### config.mk
export PLATFORM = sky130hd
export DESIGN_NAME = ffirst_ctrl
export DESIGN_NICKNAME = d
export VERILOG_FILES = /design/src/rtl/ffl_pkg.sv /design/src/rtl/ffl_cond_eval.sv /design/src/rtl/ffl_step_ctr.sv /design/src/rtl/ffirst_ctrl.sv
export SDC_FILE = /design/constraint.sdc
export NUM_CORES = 1
export LEC_CHECK = 0
export ABC_AREA = 1
export BUFFER_PORTS_ARGS = -buffer_cell sky130_fd_sc_hd__buf_2
export CORE_AREA = 2 2 83 85
export CTS_BUF_LIST = sky130_fd_sc_hd__clkbuf_4 sky130_fd_sc_hd__clkbuf_8
export CTS_CLUSTER_DIAMETER = 60
export DETAILED_ROUTE_END_ITERATION = 10
export DIE_AREA = 0 0 85 87
export PLACE_DENSITY = 0.71
export SLEW_MARGIN = 20
export SYNTH_ARGS = -nofsm -noshare
export SYNTH_HDL_FRONTEND = slang
export SYNTH_SLANG_ARGS = --single-unit
### constraint.sdc
create_clock -name clk -period 2.2 [get_ports clk]
set_clock_uncertainty 0.05 [all_clocks]
set_input_delay 0.11 -clock clk [delete_from_list [all_inputs] [get_ports clk]]
set_output_delay 0.11 -clock clk [all_outputs]
set_load 0.02 [all_outputs]
### src/rtl/ffl_pkg.sv
package ffl_pkg;

    localparam int CR_LT = 3;
    localparam int CR_GT = 2;
    localparam int CR_EQ = 1;
    localparam int CR_SO = 0;

    typedef struct packed {
        logic [1:0] sel;
        logic       inv;
        logic       incl;
        logic       cmp_only;
        logic       rc;
    } ffl_cfg_t;

    typedef enum logic {
        ST_IDLE = 1'b0,
        ST_RUN  = 1'b1
    } ffl_state_t;

    function automatic logic pick_test_bit(input logic [3:0] cr,
                                           input logic [1:0] sel,
                                           input logic       rc);
        logic b;
        if (!rc) begin
            b = cr[CR_EQ];
        end else begin
            case (sel)
                2'd0:    b = cr[CR_LT];
                2'd1:    b = cr[CR_GT];
                2'd2:    b = cr[CR_EQ];
                default: b = cr[CR_SO];
            endcase
        end
        return b;
    endfunction

    function automatic logic incl_effective(input ffl_cfg_t c);
        return c.incl & ~c.rc;
    endfunction

endpackage

### src/rtl/ffl_cond_eval.sv
module ffl_cond_eval
    import ffl_pkg::*;
#(
    parameter int DW = 16
) (
    input  logic [DW-1:0] data,
    input  ffl_cfg_t      cfg,
    output logic [3:0]    cr,
    output logic          fail,
    output logic          keep
);
    logic signed [DW-1:0] sdata;
    logic                 tbit;

    always_comb begin
        sdata      = signed'(data);
        cr         = '0;
        cr[CR_LT]  = (sdata < 0);
        cr[CR_GT]  = (sdata > 0);
        cr[CR_EQ]  = (sdata == 0);
        cr[CR_SO]  = 1'b0;
        tbit       = pick_test_bit(cr, cfg.sel, cfg.rc);
        fail       = (tbit == cfg.inv);
        keep       = ~fail | incl_effective(cfg);
    end
endmodule

### src/rtl/ffl_step_ctr.sv
module ffl_step_ctr
    import ffl_pkg::*;
#(
    parameter int VLW = 7
) (
    input  logic           clk,
    input  logic           rst,
    input  logic           start,
    input  logic [VLW-1:0] vl_in,
    input  logic           step,
    input  logic           fail,
    input  logic           incl_eff,
    output logic           busy,
    output logic           accept,
    output logic [VLW-1:0] idx,
    output logic           done,
    output logic [VLW-1:0] new_vl
);
    ffl_state_t     state;
    logic [VLW-1:0] vl_q;
    logic           last;

    assign busy   = (state == ST_RUN);
    assign accept = start & ~busy;
    assign last   = (idx == vl_q - 1'b1);

    always_ff @(posedge clk) begin
        if (rst) begin
            state  <= ST_IDLE;
            vl_q   <= '0;
            idx    <= '0;
            done   <= 1'b0;
            new_vl <= '0;
        end else begin
            done <= 1'b0;
            case (state)
                ST_IDLE: begin
                    if (start) begin
                        vl_q <= vl_in;
                        idx  <= '0;
                        if (vl_in == '0) begin
                            done   <= 1'b1;
                            new_vl <= '0;
                        end else begin
                            state <= ST_RUN;
                        end
                    end
                end
                ST_RUN: begin
                    if (step) begin
                        if (fail) begin
                            done   <= 1'b1;
                            new_vl <= idx + VLW'(incl_eff);
                            state  <= ST_IDLE;
                        end else if (last) begin
                            done   <= 1'b1;
                            new_vl <= vl_q;
                            state  <= ST_IDLE;
                        end else begin
                            idx <= idx + 1'b1;
                        end
                    end
                end
                default: state <= ST_IDLE;
            endcase
        end
    end
endmodule

### src/rtl/ffirst_ctrl.sv
module ffirst_ctrl
    import ffl_pkg::*;
#(
    parameter int VL_MAX = 64,
    parameter int DW     = 16,
    localparam int VLW   = $clog2(VL_MAX + 1)
) (
    input  logic           clk,
    input  logic           rst,
    input  logic           start,
    input  logic [VLW-1:0] vl_in,
    input  logic [1:0]     cfg_sel,
    input  logic           cfg_inv,
    input  logic           cfg_incl,
    input  logic           cfg_cmp_only,
    input  logic           cfg_rc,
    input  logic           elem_valid,
    input  logic [DW-1:0]  elem_data,
    output logic           elem_req,
    output logic           out_valid,
    output logic [VLW-1:0] out_idx,
    output logic [DW-1:0]  out_data,
    output logic [3:0]     out_cr,
    output logic           cr_we,
    output logic           res_we,
    output logic           done,
    output logic [VLW-1:0] new_vl
);
    ffl_cfg_t       cfg_q;
    ffl_cfg_t       cfg_in;
    logic           busy;
    logic           accept;
    logic           step;
    logic [VLW-1:0] idx;
    logic [3:0]     cr;
    logic           fail;
    logic           keep;

    assign cfg_in = '{sel: cfg_sel, inv: cfg_inv, incl: cfg_incl,
                      cmp_only: cfg_cmp_only, rc: cfg_rc};

    always_ff @(posedge clk) begin
        if (rst)         cfg_q <= '0;
        else if (accept) cfg_q <= cfg_in;
    end

    assign step     = busy & elem_valid;
    assign elem_req = busy;

    ffl_cond_eval #(.DW(DW)) u_eval (
        .data (elem_data),
        .cfg  (cfg_q),
        .cr   (cr),
        .fail (fail),
        .keep (keep)
    );

    ffl_step_ctr #(.VLW(VLW)) u_ctr (
        .clk      (clk),
        .rst      (rst),
        .start    (start),
        .vl_in    (vl_in),
        .step     (step),
        .fail     (fail),
        .incl_eff (incl_effective(cfg_q)),
        .busy     (busy),
        .accept   (accept),
        .idx      (idx),
        .done     (done),
        .new_vl   (new_vl)
    );

    always_ff @(posedge clk) begin
        if (rst) begin
            out_valid <= 1'b0;
            out_idx   <= '0;
            out_data  <= '0;
            out_cr    <= '0;
            cr_we     <= 1'b0;
            res_we    <= 1'b0;
        end else begin
            out_valid <= step;
            cr_we     <= step & keep & (cfg_q.rc | cfg_q.cmp_only);
            res_we    <= step & keep & ~cfg_q.cmp_only;
            if (step) begin
                out_idx  <= idx;
                out_data <= elem_data;
                out_cr   <= cr;
            end
        end
    end
endmodule

Yosys cells after proc, flatten, opt, wreduce, memory -nomap -nowiden

Cells that the tools add are included.

Reductions and logical operators: 6
$lt $le $gt $ge: 2
Bitwise gates (word level): 12
$add $sub $neg: 3
Equal/unequal tests: 10
Mux-type cells: 25

Operators by type and width:

| kind                                                                           | count |
|---|---|
| 7-bit two-way mux                                                              | 9 |
| 32-bit logical NOT                                                             | 1 |
| 7-bit case mux with 2 select lines                                             | 2 |
| 16-bit by 1-bit > comparator with 1-bit output (second input constant)         | 1 |
| 16-bit by 1-bit less-than comparator with 1-bit output (second input constant) | 1 |
| 1-bit two-way mux                                                              | 11 |
| 2-bit inequality test (second input constant)                                  | 5 |
| 4-bit AND reduction                                                            | 2 |
| 7-bit by 1-bit adder with 7-bit output                                         | 1 |
| 7-bit by 1-bit adder with 7-bit output (second input constant)                 | 1 |
| 7-bit == test                                                                  | 1 |
| 7-bit logical NOT                                                              | 1 |
| 7-bit by 1-bit subtractor with 7-bit output (second input constant)            | 1 |
| 1-bit AND                                                                      | 6 |
| 1-bit NOT                                                                      | 4 |
| 1-bit case mux with 2 select lines                                             | 2 |
| 3-bit inequality test (second input constant)                                  | 1 |
| 1-bit case mux with 3 select lines                                             | 1 |
| 2-bit by 1-bit == test with 1-bit output (second input constant)               | 1 |
| 2-bit == test (second input constant)                                          | 1 |
| 2-bit logical NOT                                                              | 1 |
| 1-bit OR                                                                       | 2 |
| 2-bit AND reduction                                                            | 1 |
| 1-bit == test                                                                  | 1 |

Bits in registers: 58
Output and inout bits: 39
Logic and storage cells: 74
Bits of input ports: 33

Depth between registers and ports, before layout

Depth in word-level cells: 8
Gate-level depth with buffers: 16
Mapped depth without buffers: 16

Cells and area by module

From an unflattened synthesis, not the netlist that was laid out.

Cell total of the unflattened synthesis: 509
Area total of the unflattened synthesis: 3184.3 µm²

Modules (own cells, without submodules):

| module        | cells an instance | sequential area each (µm²) | area an instance (µm²) | times used |
|---|---|---|---|---|
| ffl_step_ctr  | 261               | 460.4                      | 1576.5                 | 1 |
| ffirst_ctrl   | 211               | 720.7                      | 1423.9                 | 1 |
| ffl_cond_eval | 37                | 0.0                        | 183.9                  | 1 |

Worst setup path after synthesis

No wires, ideal clock.

Path type: reg2reg
From: register u_ctr.vl_q[0]
To: register u_ctr.idx[4]
Arrival time: 1.624 ns
Required time: 2.037 ns
Path buffers: 0
Path slack: 0.413 ns
Clock period less this slack: 1.787 ns
Library setup time: 0.113 ns
Stages on the path, launching flop included: 17
Cells stage by stage: dfxtp_1 > inv_1 > ha_1 > inv_1 > nand2_1 > nand2_1 > nand2_1 > nand2_1 > nand3b_4 > nor2_4 > nand2_4 > nand2_4 > nand2_4 > nand2_4 > nand2_1 > nand2_1 > nor2_1

Word-level cells in the longest chain between the ends: 4

RTL lines:

| element                                     | line               | source |
|---|---|---|
| from (decl)                                 | ffl_step_ctr.sv:20 | `logic [VLW-1:0] vl_q;` |
| from (signal assigned)                      | ffl_step_ctr.sv:39 | `vl_q <= vl_in;` |
| 7-bit by 1-bit subtractor with 7-bit output | ffl_step_ctr.sv:25 | `assign last = (idx == vl_q - 1'b1);` |
| 7-bit == test                               | ffl_step_ctr.sv:25 |  |
| 2-bit inequality test (no line)             | -                  |  |
| 4-bit AND reduction (no line)               | -                  |  |
| to (signal assigned)                        | ffl_step_ctr.sv:60 | `idx <= idx + 1'b1;` |
| to (decl)                                   | ffl_step_ctr.sv:15 | `output logic [VLW-1:0] idx,` |

No other way between the ends.
A chain may end at the register's enable or synchronous reset.

Worst setup path after layout

From: register u_ctr.vl_q[0]
To: register u_ctr.new_vl[3]

Word-level cells in the longest chain between the ends: 4

RTL lines:

| element                                     | line               | source |
|---|---|---|
| 7-bit by 1-bit subtractor with 7-bit output | ffl_step_ctr.sv:25 |  |
| 7-bit == test                               | ffl_step_ctr.sv:25 |  |
| 3-bit inequality test (no line)             | -                  |  |
| 4-bit AND reduction (no line)               | -                  |  |
| to (signal assigned)                        | ffl_step_ctr.sv:53 | `new_vl <= idx + VLW'(incl_eff);` |
| to (signal assigned)                        | ffl_step_ctr.sv:57 | `new_vl <= vl_q;` |
| to (decl)                                   | ffl_step_ctr.sv:17 | `output logic [VLW-1:0] new_vl` |

No other way between the ends.

==> impl_metrics.ini <==
[setup_path]
timing.critical_path.mode_cell = nand2_1
crit_chain = inv_1, ha_1, inv_1, nand2_1, nand2_1, nand2_1, nand2_1, nand3b_4, nor2_4, nand2_4, nand2_4, nand2_1, nand2_2, nand2_1, nand2_1, nor2_1
cpMaxStageDelayCell = dfxtp_1
crit_fanout = 6
slowest_delay_ns = 0.32
arrival_ns = 2.17
cp.required_ns = 2.39
end_kind = flip-flop
path_class = reg -> reg
start_kind = flip-flop

[detailed_routing]
first_pass_iters = 5
wl_met3_um = 420
highest_layer = met4
ant_nets = 0
vias_per_cell = 4.946
route.detailed.drc = 0
drt-met1-wl_um = 3392
drt_iter0_drc = 138
route.met2.wl_um = 3330
routed_wl_um = 7264
route.vias.total = 2859
avgRoutedWirePerCell_um = 12.57

[final_layout]
multiInputGateArea_um2 = 1540
finalNetCount = 530
syn_to_final_growth_pct = 27.52
drive_above_1_share_pct = 26.91
nFillCells = 617
regArea_um2 = 1141
n_antenna_cell = 0

[clocking]
cts_root_buf = clkbuf_8
cts.sinks = 57
cts_max_path_buffers = 2
cts_tree = done
clk_pin_slew_ns = 0.07
clk_latency_ns = 0.34
numCtsBuffers = 9
post_cts_buffers = 0
h-tree-depth = 3

[status]
outcome = complete, no violations

[global_route]
grt_max_degree = 38
grt_pass1_wl_um = 12100
grt.overflow.total = 0
grt_pass1_vias = 2588
antenna_found_initial = 0
grt_usage_pct = 20.68

[timing]
slew-limit-headroom_pct = 63.24
hold_slack_ns = 0.003015
fmaxAchievable_mhz = 503.4
finalCritPeriodShare_pct = 90.30
setup_viol = 0
worstMarginPinSlew_ns = 0.5464
hold_violations = 0
fin_tns_setup_ns = 0
fin_crit_ns = 1.987
maxSlewViolCount = 0
rsz0062_at_grt = no

[synthesis]
synth_top_flop_cell = dfxtp_1
synth.distinct_cells = 34
synth.avg_cell_area_um2 = 7.117
netlist.area_leader.share_pct = 39.40
synth_top_cell_by_area = dfxtp_1
yosys-top-cells-count = nand2_1, nor2_1, dfxtp_1, o21ai_0, nand3_1
synth_seq_area_share_pct = 39.40
yosys-top-cells-area = dfxtp_1, nand2_1, nor2_1
synth-edff-count = 0
synth_area_um2 = 2897
synthArstFlopShare_pct = 0
ys_seq_elements = 57
yosys_warnings = 0
syn_inst = 407
syn-num-nets = 444

[floorplan]
std_cell_rows = 30
core_um2 = 6569
fp.dieArea_um2 = 7395
die_w_um = 85
initial_core_util_pct = 44.10
dieHeight_um = 87
io_pins = 72

[power]
vdd_drop_max_v = 0.0004217
leakage_nw = 1.783
p_per_area_nw_per_um2 = 759.1

[placed_design]
place_congestion = 0.8609
io_buffers = 70
dpl.hpwl_um = 5099

[flow_run]
drv_cap = 0

[worst_hold_path]
worstHoldPathType = in -> reg
==> metal layers <==
metal | global-route usage (%) | up-vias
met3 | 6.635 | 9
met4 | 7.359 | 0
met5 | 0 | -
li1 | - | 1473
met1 | 26.96 | 1284
met2 | 32.24 | 93
==> report_power, final <==
part | internal, mW | total [mW] | switching (mW) | leakage, nW
clock network | 0.597 | 1.02 | 0.424 | 0.106
registers | 1.11 | 1.17 | 0.0637 | 0.467
logic | 0.232 | 0.613 | 0.381 | 1.21
total | 1.93 | 2.80 | 0.869 | 1.78
==> path summary, 6_finish.rpt <==
kind	start	cells after the start	slack [ns]	endpoint
worst max-delay path	u_ctr.vl_q[0]$_SDFFE_PP0P_	16	0.21	u_ctr.new_vl[3]$_SDFFE_PP0P_
worst min-delay path	cfg_inv	3	0.003	cfg_q[3]$_SDFFE_PP0P_
worst max register to register	u_ctr.vl_q[0]$_SDFFE_PP0P_	16	0.21	u_ctr.new_vl[3]$_SDFFE_PP0P_
worst min register to register	out_cr[2]$_SDFFE_PP0P_	2	0.42	out_cr[2]$_SDFFE_PP0P_
==> sequential cells by signal, summed over array words and instances, names as in the netlist <==
name / cells
cfg_q: 6
cr_we: 1
out_cr: 2
out_data: 16
out_idx: 7
out_valid: 1
res_we: 1
u_ctr.busy: 1
u_ctr.done: 1
u_ctr.idx: 7
u_ctr.new_vl: 7
u_ctr.vl_q: 7
==> logic make-up (layout without fill, tap and decap cells) <==
kind of cell / Yosys count / count (layout) / share of synthesized area, %
compound gates: 71 / 71 / 13.91
xor+xnor: 7 / 7 / 2.117
fa+ha+maj: 4 / 4 / 1.728
buf+inv: 52 / 143 / 7.430
flops: 57 / 57 / 39.40
other cells: 1 / 1 / 0.1295
simple gates: 215 / 215 / 35.29
==> cell usage in the layout (no fill, tap or decap), types with 4 or more instances in the layout <==
master	n
a21oi_2	4
nor2_1	75
nand2_4	9
a21oi_1	21
nand2_1	75
buf_2	70
inv_1	24
ha_1	4
nand3_1	30
inv_2	9
o21ai_0	41
nand2_2	7
buf_4	5
dfxtp_1	57
dlygate4sd3_1	19
clkbuf_8	11
xor2_1	7
nor2_2	4
==> worst max-delay path, delay by kind of cell, from the launching register on <==
| family | cells | cell delay, ns |
|---|---|---|
| adders and majority gates | 1 | 0.27 |
| buffers and inverters | 2 | 0.20 |
| DFF | 1 | 0.32 |
| and+or+nand+nor | 13 | 1.03 |
==> timing repair <==
item | in CTS | in global routing
hold buffers | 19 | 0
resized for setup | 0 | 0
endpoints found under the hold margin | 19 | 0
==> stage by stage <==
stage | area, um2 | utilization [%] | std cells | total power, mW | setup slack [ns]
detailed placement | 3293 | 50.13 | 543 | 1.773 | 0.2282
global placement | 3293 | 50.13 | 543 | 1.763 | 0.3155
floorplan | 2897 | - | 407 | 1.625 | 0.4130
CTS | 3694 | 56.23 | 578 | 2.822 | 0.2320
global route | 3694 | 56.23 | 578 | 2.969 | 0.01686
finish | 3694 | 56.23 | 578 | 2.804 | 0.2134
==> layout make-up <==
class,instances,area share [%]
clock buffers,12,4.302
flip-flops and latches,57,30.89
multi-input cells,298,41.70
well taps,80,2.710
clock inverters,4,1.389
inverters,33,3.354
repair buffers,94,15.65
No activity file was read; power rests on OpenSTA's default activity.
